<file path="src/rtl/hsc_pkg.sv">
package hsc_pkg;
  typedef struct packed {
    logic stageWe;
    logic commitEn;
    logic clearAll;
  } hscStrobes_t;
endpackage

</file>
<file path="src/rtl/hsc_ctrl.sv">
module hsc_ctrl
  import hsc_pkg::*;
#(
  parameter int NUM_SLOTS = 8,
  parameter int QUADS     = 12,
  parameter int NODE_W    = 6,
  localparam int SLOT_W   = $clog2(NUM_SLOTS),
  localparam int QIDX_W   = $clog2(QUADS),
  localparam int QCNT_W   = $clog2(QUADS + 1)
) (
  input  logic              clk,
  input  logic              rstN,
  input  logic              rxSop,
  input  logic [NODE_W-1:0] rxSrcNode,
  input  logic              rxBcast,
  input  logic              rxQuadValid,
  input  logic              rxEop,
  input  logic              rxCrcGood,
  input  logic              hostQuery,
  output hscStrobes_t       strb,
  output logic [QIDX_W-1:0] stageIdx,
  output logic [SLOT_W-1:0] commitSlot
);
  logic              inPkt;
  logic              pktBcast;
  logic              tooLong;
  logic [NODE_W-1:0] pktNode;
  logic [QCNT_W-1:0] quadCnt;
  logic              cntFull;
  logic              slotOk;

  assign cntFull = (quadCnt == QCNT_W'(QUADS));
  assign slotOk  = ({1'b0, pktNode} < (NODE_W + 1)'(NUM_SLOTS));

  always_ff @(posedge clk or negedge rstN) begin
    if (!rstN) begin
      inPkt    <= 1'b0;
      pktBcast <= 1'b0;
      tooLong  <= 1'b0;
      pktNode  <= '0;
      quadCnt  <= '0;
    end else if (rxSop) begin
      inPkt    <= 1'b1;
      pktBcast <= rxBcast;
      pktNode  <= rxSrcNode;
      tooLong  <= 1'b0;
      quadCnt  <= '0;
    end else if (rxEop) begin
      inPkt <= 1'b0;
    end else if (inPkt && rxQuadValid) begin
      if (cntFull) tooLong <= 1'b1;
      else         quadCnt <= quadCnt + 1'b1;
    end
  end

  always_comb begin
    strb.stageWe  = inPkt && rxQuadValid && !rxSop && !rxEop && !cntFull;
    strb.commitEn = inPkt && rxEop && !rxSop && rxCrcGood && pktBcast &&
                    cntFull && !tooLong && slotOk;
    strb.clearAll = hostQuery;
    stageIdx      = QIDX_W'(quadCnt);
    commitSlot    = SLOT_W'(pktNode);
  end
endmodule

</file>
<file path="src/rtl/hsc_datapath.sv">
module hsc_datapath
  import hsc_pkg::*;
#(
  parameter int NUM_SLOTS = 8,
  parameter int QUADS     = 12,
  parameter int DATA_W    = 32,
  localparam int SLOT_W   = $clog2(NUM_SLOTS),
  localparam int QIDX_W   = $clog2(QUADS),
  localparam int TOTAL    = NUM_SLOTS * QUADS,
  localparam int ADDR_W   = $clog2(TOTAL)
) (
  input  logic                 clk,
  input  logic                 rstN,
  input  hscStrobes_t          strb,
  input  logic [QIDX_W-1:0]    stageIdx,
  input  logic [SLOT_W-1:0]    commitSlot,
  input  logic [DATA_W-1:0]    rxQuad,
  input  logic                 rdEn,
  input  logic [ADDR_W-1:0]    rdAddr,
  output logic [DATA_W-1:0]    rdData,
  output logic [NUM_SLOTS-1:0] slotValid
);
  logic [DATA_W-1:0] stageBuf [QUADS];
  logic [DATA_W-1:0] cacheMem [NUM_SLOTS][QUADS];
  logic [SLOT_W-1:0] rdNode;
  logic [QIDX_W-1:0] rdOff;
  logic              rdInRange;

  always_ff @(posedge clk) begin
    if (strb.stageWe) stageBuf[stageIdx] <= rxQuad;
  end

  for (genvar q = 0; q < QUADS; q++) begin : g_slotWr
    always_ff @(posedge clk) begin
      if (strb.commitEn) cacheMem[commitSlot][q] <= stageBuf[q];
    end
  end

  always_ff @(posedge clk or negedge rstN) begin
    if (!rstN) begin
      slotValid <= '0;
    end else begin
      if (strb.clearAll) slotValid <= '0;
      if (strb.commitEn) slotValid[commitSlot] <= 1'b1;
    end
  end

  always_comb begin
    rdInRange = ({1'b0, rdAddr} < (ADDR_W + 1)'(TOTAL));
    rdNode    = SLOT_W'(rdAddr / ADDR_W'(QUADS));
    rdOff     = QIDX_W'(rdAddr % ADDR_W'(QUADS));
  end

  always_ff @(posedge clk or negedge rstN) begin
    if (!rstN) begin
      rdData <= '0;
    end else if (rdEn) begin
      if (rdInRange && slotValid[rdNode]) rdData <= cacheMem[rdNode][rdOff];
      else                                rdData <= '0;
    end
  end
endmodule

</file>
<file path="src/rtl/hub_status_cache.sv">
module hub_status_cache
  import hsc_pkg::*;
#(
  parameter int NUM_SLOTS = 8,
  parameter int QUADS     = 12,
  parameter int DATA_W    = 32,
  parameter int NODE_W    = 6,
  localparam int ADDR_W   = $clog2(NUM_SLOTS * QUADS)
) (
  input  logic                 clk,
  input  logic                 rstN,
  input  logic                 rxSop,
  input  logic [NODE_W-1:0]    rxSrcNode,
  input  logic                 rxBcast,
  input  logic                 rxQuadValid,
  input  logic [DATA_W-1:0]    rxQuad,
  input  logic                 rxEop,
  input  logic                 rxCrcGood,
  input  logic                 hostQuery,
  input  logic                 rdEn,
  input  logic [ADDR_W-1:0]    rdAddr,
  output logic [DATA_W-1:0]    rdData,
  output logic [NUM_SLOTS-1:0] slotValid
);
  localparam int SLOT_W = $clog2(NUM_SLOTS);
  localparam int QIDX_W = $clog2(QUADS);

  hscStrobes_t       strb;
  logic [QIDX_W-1:0] stageIdx;
  logic [SLOT_W-1:0] commitSlot;

  hsc_ctrl #(.NUM_SLOTS(NUM_SLOTS), .QUADS(QUADS), .NODE_W(NODE_W)) i_ctrl (
    .clk(clk), .rstN(rstN), .rxSop(rxSop), .rxSrcNode(rxSrcNode),
    .rxBcast(rxBcast), .rxQuadValid(rxQuadValid), .rxEop(rxEop),
    .rxCrcGood(rxCrcGood), .hostQuery(hostQuery), .strb(strb),
    .stageIdx(stageIdx), .commitSlot(commitSlot)
  );

  hsc_datapath #(.NUM_SLOTS(NUM_SLOTS), .QUADS(QUADS), .DATA_W(DATA_W)) i_dp (
    .clk(clk), .rstN(rstN), .strb(strb), .stageIdx(stageIdx),
    .commitSlot(commitSlot), .rxQuad(rxQuad), .rdEn(rdEn), .rdAddr(rdAddr),
    .rdData(rdData), .slotValid(slotValid)
  );
endmodule

</file>
<file path="config.mk">
export PLATFORM = sky130hd
export DESIGN_NAME = hub_status_cache
export DESIGN_NICKNAME = d
export VERILOG_FILES = /design/src/rtl/hsc_pkg.sv /design/src/rtl/hsc_ctrl.sv /design/src/rtl/hsc_datapath.sv /design/src/rtl/hub_status_cache.sv
export SDC_FILE = /design/constraint.sdc
export NUM_CORES = 2
export LEC_CHECK = 0
export ABC_AREA = 1
export BUFFER_PORTS_ARGS = -buffer_cell sky130_fd_sc_hd__buf_2
export CORE_UTILIZATION = 49
export CTS_CLUSTER_DIAMETER = 50
export DETAILED_ROUTE_END_ITERATION = 7
export HOLD_SLACK_MARGIN = 0.08
export SLEW_MARGIN = 20
export SYNTH_ARGS = -nofsm -noshare
export SYNTH_HDL_FRONTEND = slang
export SYNTH_SLANG_ARGS = --single-unit
</file>
<file path="constraint.sdc">
create_clock -name clk -period 43.4 [get_ports clk]
set_input_delay 4.34 -clock clk [delete_from_list [all_inputs] [get_ports clk]]
set_output_delay 4.34 -clock clk [all_outputs]
set_load 0.01 [all_outputs]
</file>
* Word-level counts from Yosys, hierarchy flattened
Memories as Yosys holds them, arrays and structs flattened.
Cells that the tools add are included.
** Word-level totals
- Word-level logic and storage cells :: 69
- Flip-flop bits (word level) :: 53
- Output and inout port bits :: 40
- Input bits :: 54
- Memory bits (writable) :: 3456
- Memories kept :: 2
** Memory list
- i_dp.cacheMem :: words 8, bits a word 384, read ports 1, clocked after Yosys merged registers in 0, write ports 1, RTL line hsc_datapath.sv:24 : logic [DATA_W-1:0] cacheMem [NUM_SLOTS][QUADS];
- i_dp.stageBuf :: words 12, bits a word 32, read ports 12, clocked after Yosys merged registers in 0, write ports 1, RTL line hsc_datapath.sv:23 : logic [DATA_W-1:0] stageBuf [QUADS];
** Cells by class
- Add/sub/neg operators :: 1
- Magnitude comparators :: 6
- Div/mod/pow operators :: 2
- Reduce and logical (&&, ||, !) cells :: 22
- Bitwise logic cells :: 2
- Muxes and demuxes :: 24
- Eq/ne operators :: 3
** Operator list (number)
- $bmux 32 s4 :: 1
- $mux 32 :: 3
- $mux 4 :: 4
- $mux 8 :: 2
- $logic_and 1x1->1 :: 13
- $mux 1 :: 12
- $lt 3x4->1 const B :: 2
- $or 8x8->8 :: 1
- $div 7x4->7 const B :: 1
- $lt 7x7->1 const B :: 1
- $mod 7x4->7 const B :: 1
- $lt 6x4->1 const B :: 1
- $reduce_and 3->1 :: 2
- $reduce_bool 2->1 :: 3
- $ge 5x5->1 const B :: 1
- $not 4->5 :: 1
- $add 4x1->4 const B :: 1
- $eq 4x4->1 const B :: 1
- $logic_not 1->1 :: 4
- $ne 2x2->1 const B :: 2
- $bmux 1 s3 :: 1
- $demux 1 s3 :: 1
- $ge 3x1->1 const B :: 1

* Logic depth before layout (Yosys ltp)
- Depth in word-level cells :: 9
- Mapped depth :: 21
- Gate-level depth less buffers :: 19

* Cells and area by module
A second synthesis with hierarchy kept.
** Unflattened totals
- Cell total of the unflattened synthesis :: 10763
- Area, all modules :: 136881.3 um^2
** By module, submodules not included
- hsc_datapath :: area each 136228.2 um^2, seq. area each 104780.5 um^2, cells each 10682, times used 1
- hsc_ctrl :: area each 653.1 um^2, seq. area each 325.3 um^2, cells each 81, times used 1

* Least setup slack after synthesis
No wires, ideal clock.
- Kind :: input port to flip-flop
- Start :: input port rxCrcGood
- End :: memory i_dp.cacheMem[1][0] (netlist name) (enable)
- Library setup time :: 1140 ps
- Stages on the path :: 4
- Required time :: 42260 ps
- Path buffers :: 0
- Path slack :: 21479 ps
- Arrival time :: 20781 ps
- Cells stage by stage :: nand4_1 -> nor3_1 -> nand3_1 -> nor2_1
** Between the ends
- Word-level cells in the longest chain between the ends :: 7
** Ends and longest elaborated chain
- start, declared :: RTL line hub_status_cache.sv:18 : input logic rxCrcGood,
- $logic_and 1x1->1 (3 in series) :: RTL line hsc_ctrl.sv:58 : strb.commitEn = inPkt && rxEop && !rxSop && rxCrcGood && pktBcast &&
- $logic_and 1x1->1 (2 in series) :: RTL line hsc_ctrl.sv:59 : cntFull && !tooLong && slotOk;
- $mux 1 :: RTL line hsc_datapath.sv:35 : if (strb.commitEn) cacheMem[commitSlot][q] <= stageBuf[q];
- $mux 1 (implied by the code) :: RTL line hsc_datapath.sv:35
- end, declared :: RTL line hsc_datapath.sv:24
Every way passes these cells.

* Final worst setup path
- Start :: input port rdAddr[5]
- End :: register i_dp.rdData[3]
** Between the ends
- Word-level cells in the longest chain between the ends :: 6
- Elaborated cells between the ends (all ways) :: 12
- Those cells by class :: div (2); order compare (1); mux (6); bitwise (1); reduce/logical (1); memory (1)
** Ends and longest elaborated chain
- start, declared :: RTL line hub_status_cache.sv:21 : input logic [ADDR_W-1:0] rdAddr,
- $div 7x4->7 / $mod 7x4->7 (equally long branches) :: RTL line hsc_datapath.sv:50, hsc_datapath.sv:51
- $mem_v2 8x384 / $not 4->5 (equally long branches)
- $bmux 32 s4 :: RTL line hsc_datapath.sv:58 : if (rdInRange && slotValid[rdNode]) rdData <= cacheMem[rdNode][rdOff];
- $mux 32 (implied by the code) (2 in series) :: RTL line hsc_datapath.sv:58
- $mux 32 * :: RTL line hsc_datapath.sv:58
- end signal, assigned :: RTL line hsc_datapath.sv:58
- end, declared :: RTL line hsc_datapath.sv:20 : output logic [DATA_W-1:0] rdData,
Every way passes the cells marked *; elsewhere a longest branch is shown, timed or not. The select of a mux whose other input is x is not followed.
A chain may end at the register's enable or synchronous reset.

==> results.toml <==
[pwr]
intPower_mw = 5.74
p_clk_frac = 0.426
p_seq_frac = 0.488
p_switching_mw = 1.82
sw_frac_of_total = 0.241
p_total_mw = 7.57
p_comb_frac = 0.086
ir_drop_mv = 0.0364
p_per_area_mw_per_mm2 = 48.7
power_leakage_nw = 54.4

[clock_tree]
cts_setup_buffers = 0
numCtsBuffers = 386
hold_buffers = 0
clock-root-buffer = "clkbuf_16"
tritoncts = "done"
cts_resized = 0
clock_path_buffers = 4
clk_latency_ps = 920
clock_sinks = 3509
h-tree-depth = 5
path_clk_slew_ps = 60

[cells_and_area]
drive_above_1_share = 0.0795
finalNonFillerCells = 14900
post-route-util = 0.550
area_growth_pct = 11.6
multi_input_area_sq_mm = 0.0298
fillers = 22900
fin_nets = 10900
regArea_sq_mm = 0.105

[sta]
post-route-min-period_ps = 10610
worst_pin_slew_ps = 1400
rsz0062_at_grt = "no"
fmax_mhz = 94.2
final.setup_skew_ps = 55.7
finalMaxSlewViolations = 0
fin_hold_ws_ps = 477
fin_crit_sh = 0.245
hold_viol = 0
tns_ps = 0
relSlewSlack = 0.0652
finalSetupViolCount = 0

[hold_path]
hp-class = "reg2reg"

[global_route]
grt_use_met2 = 0.432
antenna_found_initial = 30
met1_usage = 0.373
grt_overflow = 0
grt_max_degree = 227
globalRouteTotalUtil = 0.271
grt_pass1_wl_um = 575000
top_usage_layer = "met2"
grt_pass1_vias = 87800
use_met3 = 0.0510

[die]
die_y_um = 535
start_util = 0.493
design.core.area_sq_mm = 0.283
io_pins = 94
row_count = 195
die_area_sq_mm = 0.286
die_w_um = 535

[route]
wirelength_um = 392000
ant_nets = 0
post_drt_wl_per_cell_um = 26.3
route.detailed.drc = 0
drt-vias-per-instance = 6.05
dr_total_vias = 90300
first_pass_iters = 6
drt-initial-drc-count = 9893

[synth]
synth_warnings = 0
synth_nets = 11100
yosys_register_bits = 3509
syn_area_per_cell_sq_um = 12.7
netlist_area_sq_mm = 0.139
ys_seq_area_frac = 0.754
async_flop_share = 0.0151
synth_cell_type_count = 28
syn_inst = 11000
synth_ff_type = "edfxtp_1"
synth_edf_count = 3456

[placed_design]
gp_congestion = 0.775
portBuffers = 93
hpwl_um = 182000
place_inst = 14200

[run_status]
status = "complete, no violations"

[worst_setup_path]
cpMaxStageDelayCell = "buf_4"
startpoint = "rdAddr[5]"
worst_setup_path_start_kind = "input port"
worst_r2r_path_depth = 12
critPathMaxStageDelay_ps = 840
required_ps = 44180
rr_endpoint = "i_dp.cacheMem[6][307]"
criticalPathCategory = "in2reg"
cp-endpoint = "i_dp.rdData[3]"
critPathCaptureType = "flop"
cp_max_fo = 128
crit_path_frequent_cell = "nand2_1"
cp.arrival_ps = 11390
r2r-start = "i_ctrl.stageIdx[0]"
ff2ff_setup_slack_ps = 37150
worstPathCellList = "buf_2 -> inv_2 -> nand2_1 -> nand2_1 -> nand2_1 -> o21bai_1 -> nand2_8 -> nand2_8 -> buf_4 -> buf_4 -> buf_4 -> buf_4 -> buf_4 -> nand2_1 -> nand3_1 -> nand3_1 -> nand2_1 -> nand2_1 -> nand3_1 -> nand3_1 -> nand4_1 -> nand2_1"

[job]
cap_violations = 0
[metrics by stage]
stage / cell area (sq um) / setup WS, ps
floorplan: 139000 / 21480
global placement: 143000 / 32090
detailed placement: 143000 / 31990
CTS: 155000 / 32950
global route: 155000 / 32360
finish: 155000 / 32790
[cell families after synthesis]
| logic type | synth area share |
|---|---|
| flip-flops | 0.754 |
| AND/OR/NAND/NOR | 0.210 |
| adder cells (fa/ha/maj) | 0.000359 |
| AO/OA/AOI/OAI | 0.00217 |
| buffers and inverters | 0.0332 |
[area by class of cell]
| type | instances | area share |
|---|---|---|
| multi-input combinational | 6374 | 0.192 |
| antenna | 8 | 0.000129 |
| clock inverter | 239 | 0.0149 |
| sequential | 3509 | 0.676 |
| inverter | 306 | 0.00764 |
| clock buffer | 464 | 0.0656 |
| tap | 3743 | 0.0301 |
| timing repair buffer | 271 | 0.0140 |
[state kept, by name, indices dropped and copies added (netlist names)]
signal / cells
i_ctrl.inPkt: 1
i_ctrl.pktBcast: 1
i_ctrl.pktNode: 6
i_ctrl.stageIdx: 4
i_ctrl.tooLong: 1
i_dp.cacheMem: 3072
i_dp.rdData: 32
i_dp.slotValid: 8
i_dp.stageBuf: 384
[worst min-delay path by stage]
stage / start / depth (start not counted) / end / slack (ps)
2_1_floorplan: i_ctrl.pktBcast / 2 / i_ctrl.pktBcast / 440
3_3_place_gp: i_ctrl.pktBcast / 2 / i_ctrl.pktBcast / 460
3_5_place_dp: i_ctrl.pktNode[3] / 2 / i_ctrl.pktNode[3] / 460
4_1_cts: i_ctrl.pktNode[3] / 2 / i_ctrl.pktNode[3] / 480
5_1_grt: i_ctrl.pktNode[5] / 2 / i_ctrl.pktNode[5] / 520
6_report: i_ctrl.pktNode[4] / 2 / i_ctrl.pktNode[4] / 480
[power by group through the flow]
stage                     Sequential (mW)  Combinational (mW)  Clock (mW)
after floorplan                      3.76               0.437           0
after global placement               3.76               0.635           0
after detailed placement             3.76               0.645           0
after CTS                            3.69               0.647        3.27
after global routing                 3.69               0.710        3.39
final                                3.69               0.652        3.22
[cell usage after synthesis, types with 3 or more instances]
master | n | area, sq um
buf_2 | 237 | 1190
nand3_1 | 3983 | 19900
nor2_1 | 20 | 75.1
a21oi_1 | 6 | 30.0
o22ai_1 | 3 | 18.8
inv_1 | 298 | 1120
o21ai_0 | 15 | 75.1
dfrtp_1 | 53 | 1330
nor3_1 | 12 | 60.1
nand2_1 | 2158 | 8100
o21ai_1 | 4 | 20.0
nand4_1 | 32 | 200
ha_1 | 4 | 50.1
inv_2 | 6 | 22.5
o211ai_1 | 18 | 135
nand3b_1 | 111 | 833
clkbuf_1 | 383 | 1440
buf_1 | 157 | 589
buf_4 | 35 | 263
edfxtp_1 | 3456 | 104000
[worst max-delay path: cells and delay by family]
kind,cells,cell delay [ps]
buffers and inverters,7,3880
and+or+nand+nor,14,2580
AOI/OAI and AO/OA,1,370
[metal layers]
| layer | share of wire | wire, um |
|---|---|---|
| met5 | 0.00027 | 105 |
| met4 | 0.036 | 14300 |
| met3 | 0.094 | 36700 |
| met2 | 0.46 | 182000 |
| met1 | 0.41 | 159000 |
[layout by cell type (no fill, tap or decap), types with 4 or more instances in the layout]
cell type / synthesis / layout
clkinv_8: 0 / 4
nand3_1: 3983 / 3983
nand4_1: 32 / 32
o211ai_1: 18 / 18
nor2_1: 20 / 8
clkbuf_16: 0 / 395
buf_4: 35 / 151
clkinv_1: 2 / 63
clkbuf_8: 0 / 6
nor2_4: 0 / 12
buf_12: 0 / 27
o21ai_0: 15 / 15
inv_1: 298 / 294
clkinv_2: 0 / 66
clkinv_4: 0 / 22
inv_8: 0 / 6
dfrtp_1: 53 / 53
bufinv_16: 0 / 35
clkinvlp_4: 0 / 29
clkbuf_1: 383 / 63
ha_1: 4 / 4
inv_6: 0 / 21
diode_2: 0 / 8
nor3_2: 0 / 9
nand2_1: 2158 / 2157
edfxtp_1: 3456 / 3456
nand3b_1: 111 / 111
buf_2: 237 / 90
a21oi_1: 6 / 5
No activity file was read; power rests on OpenSTA's default activity.
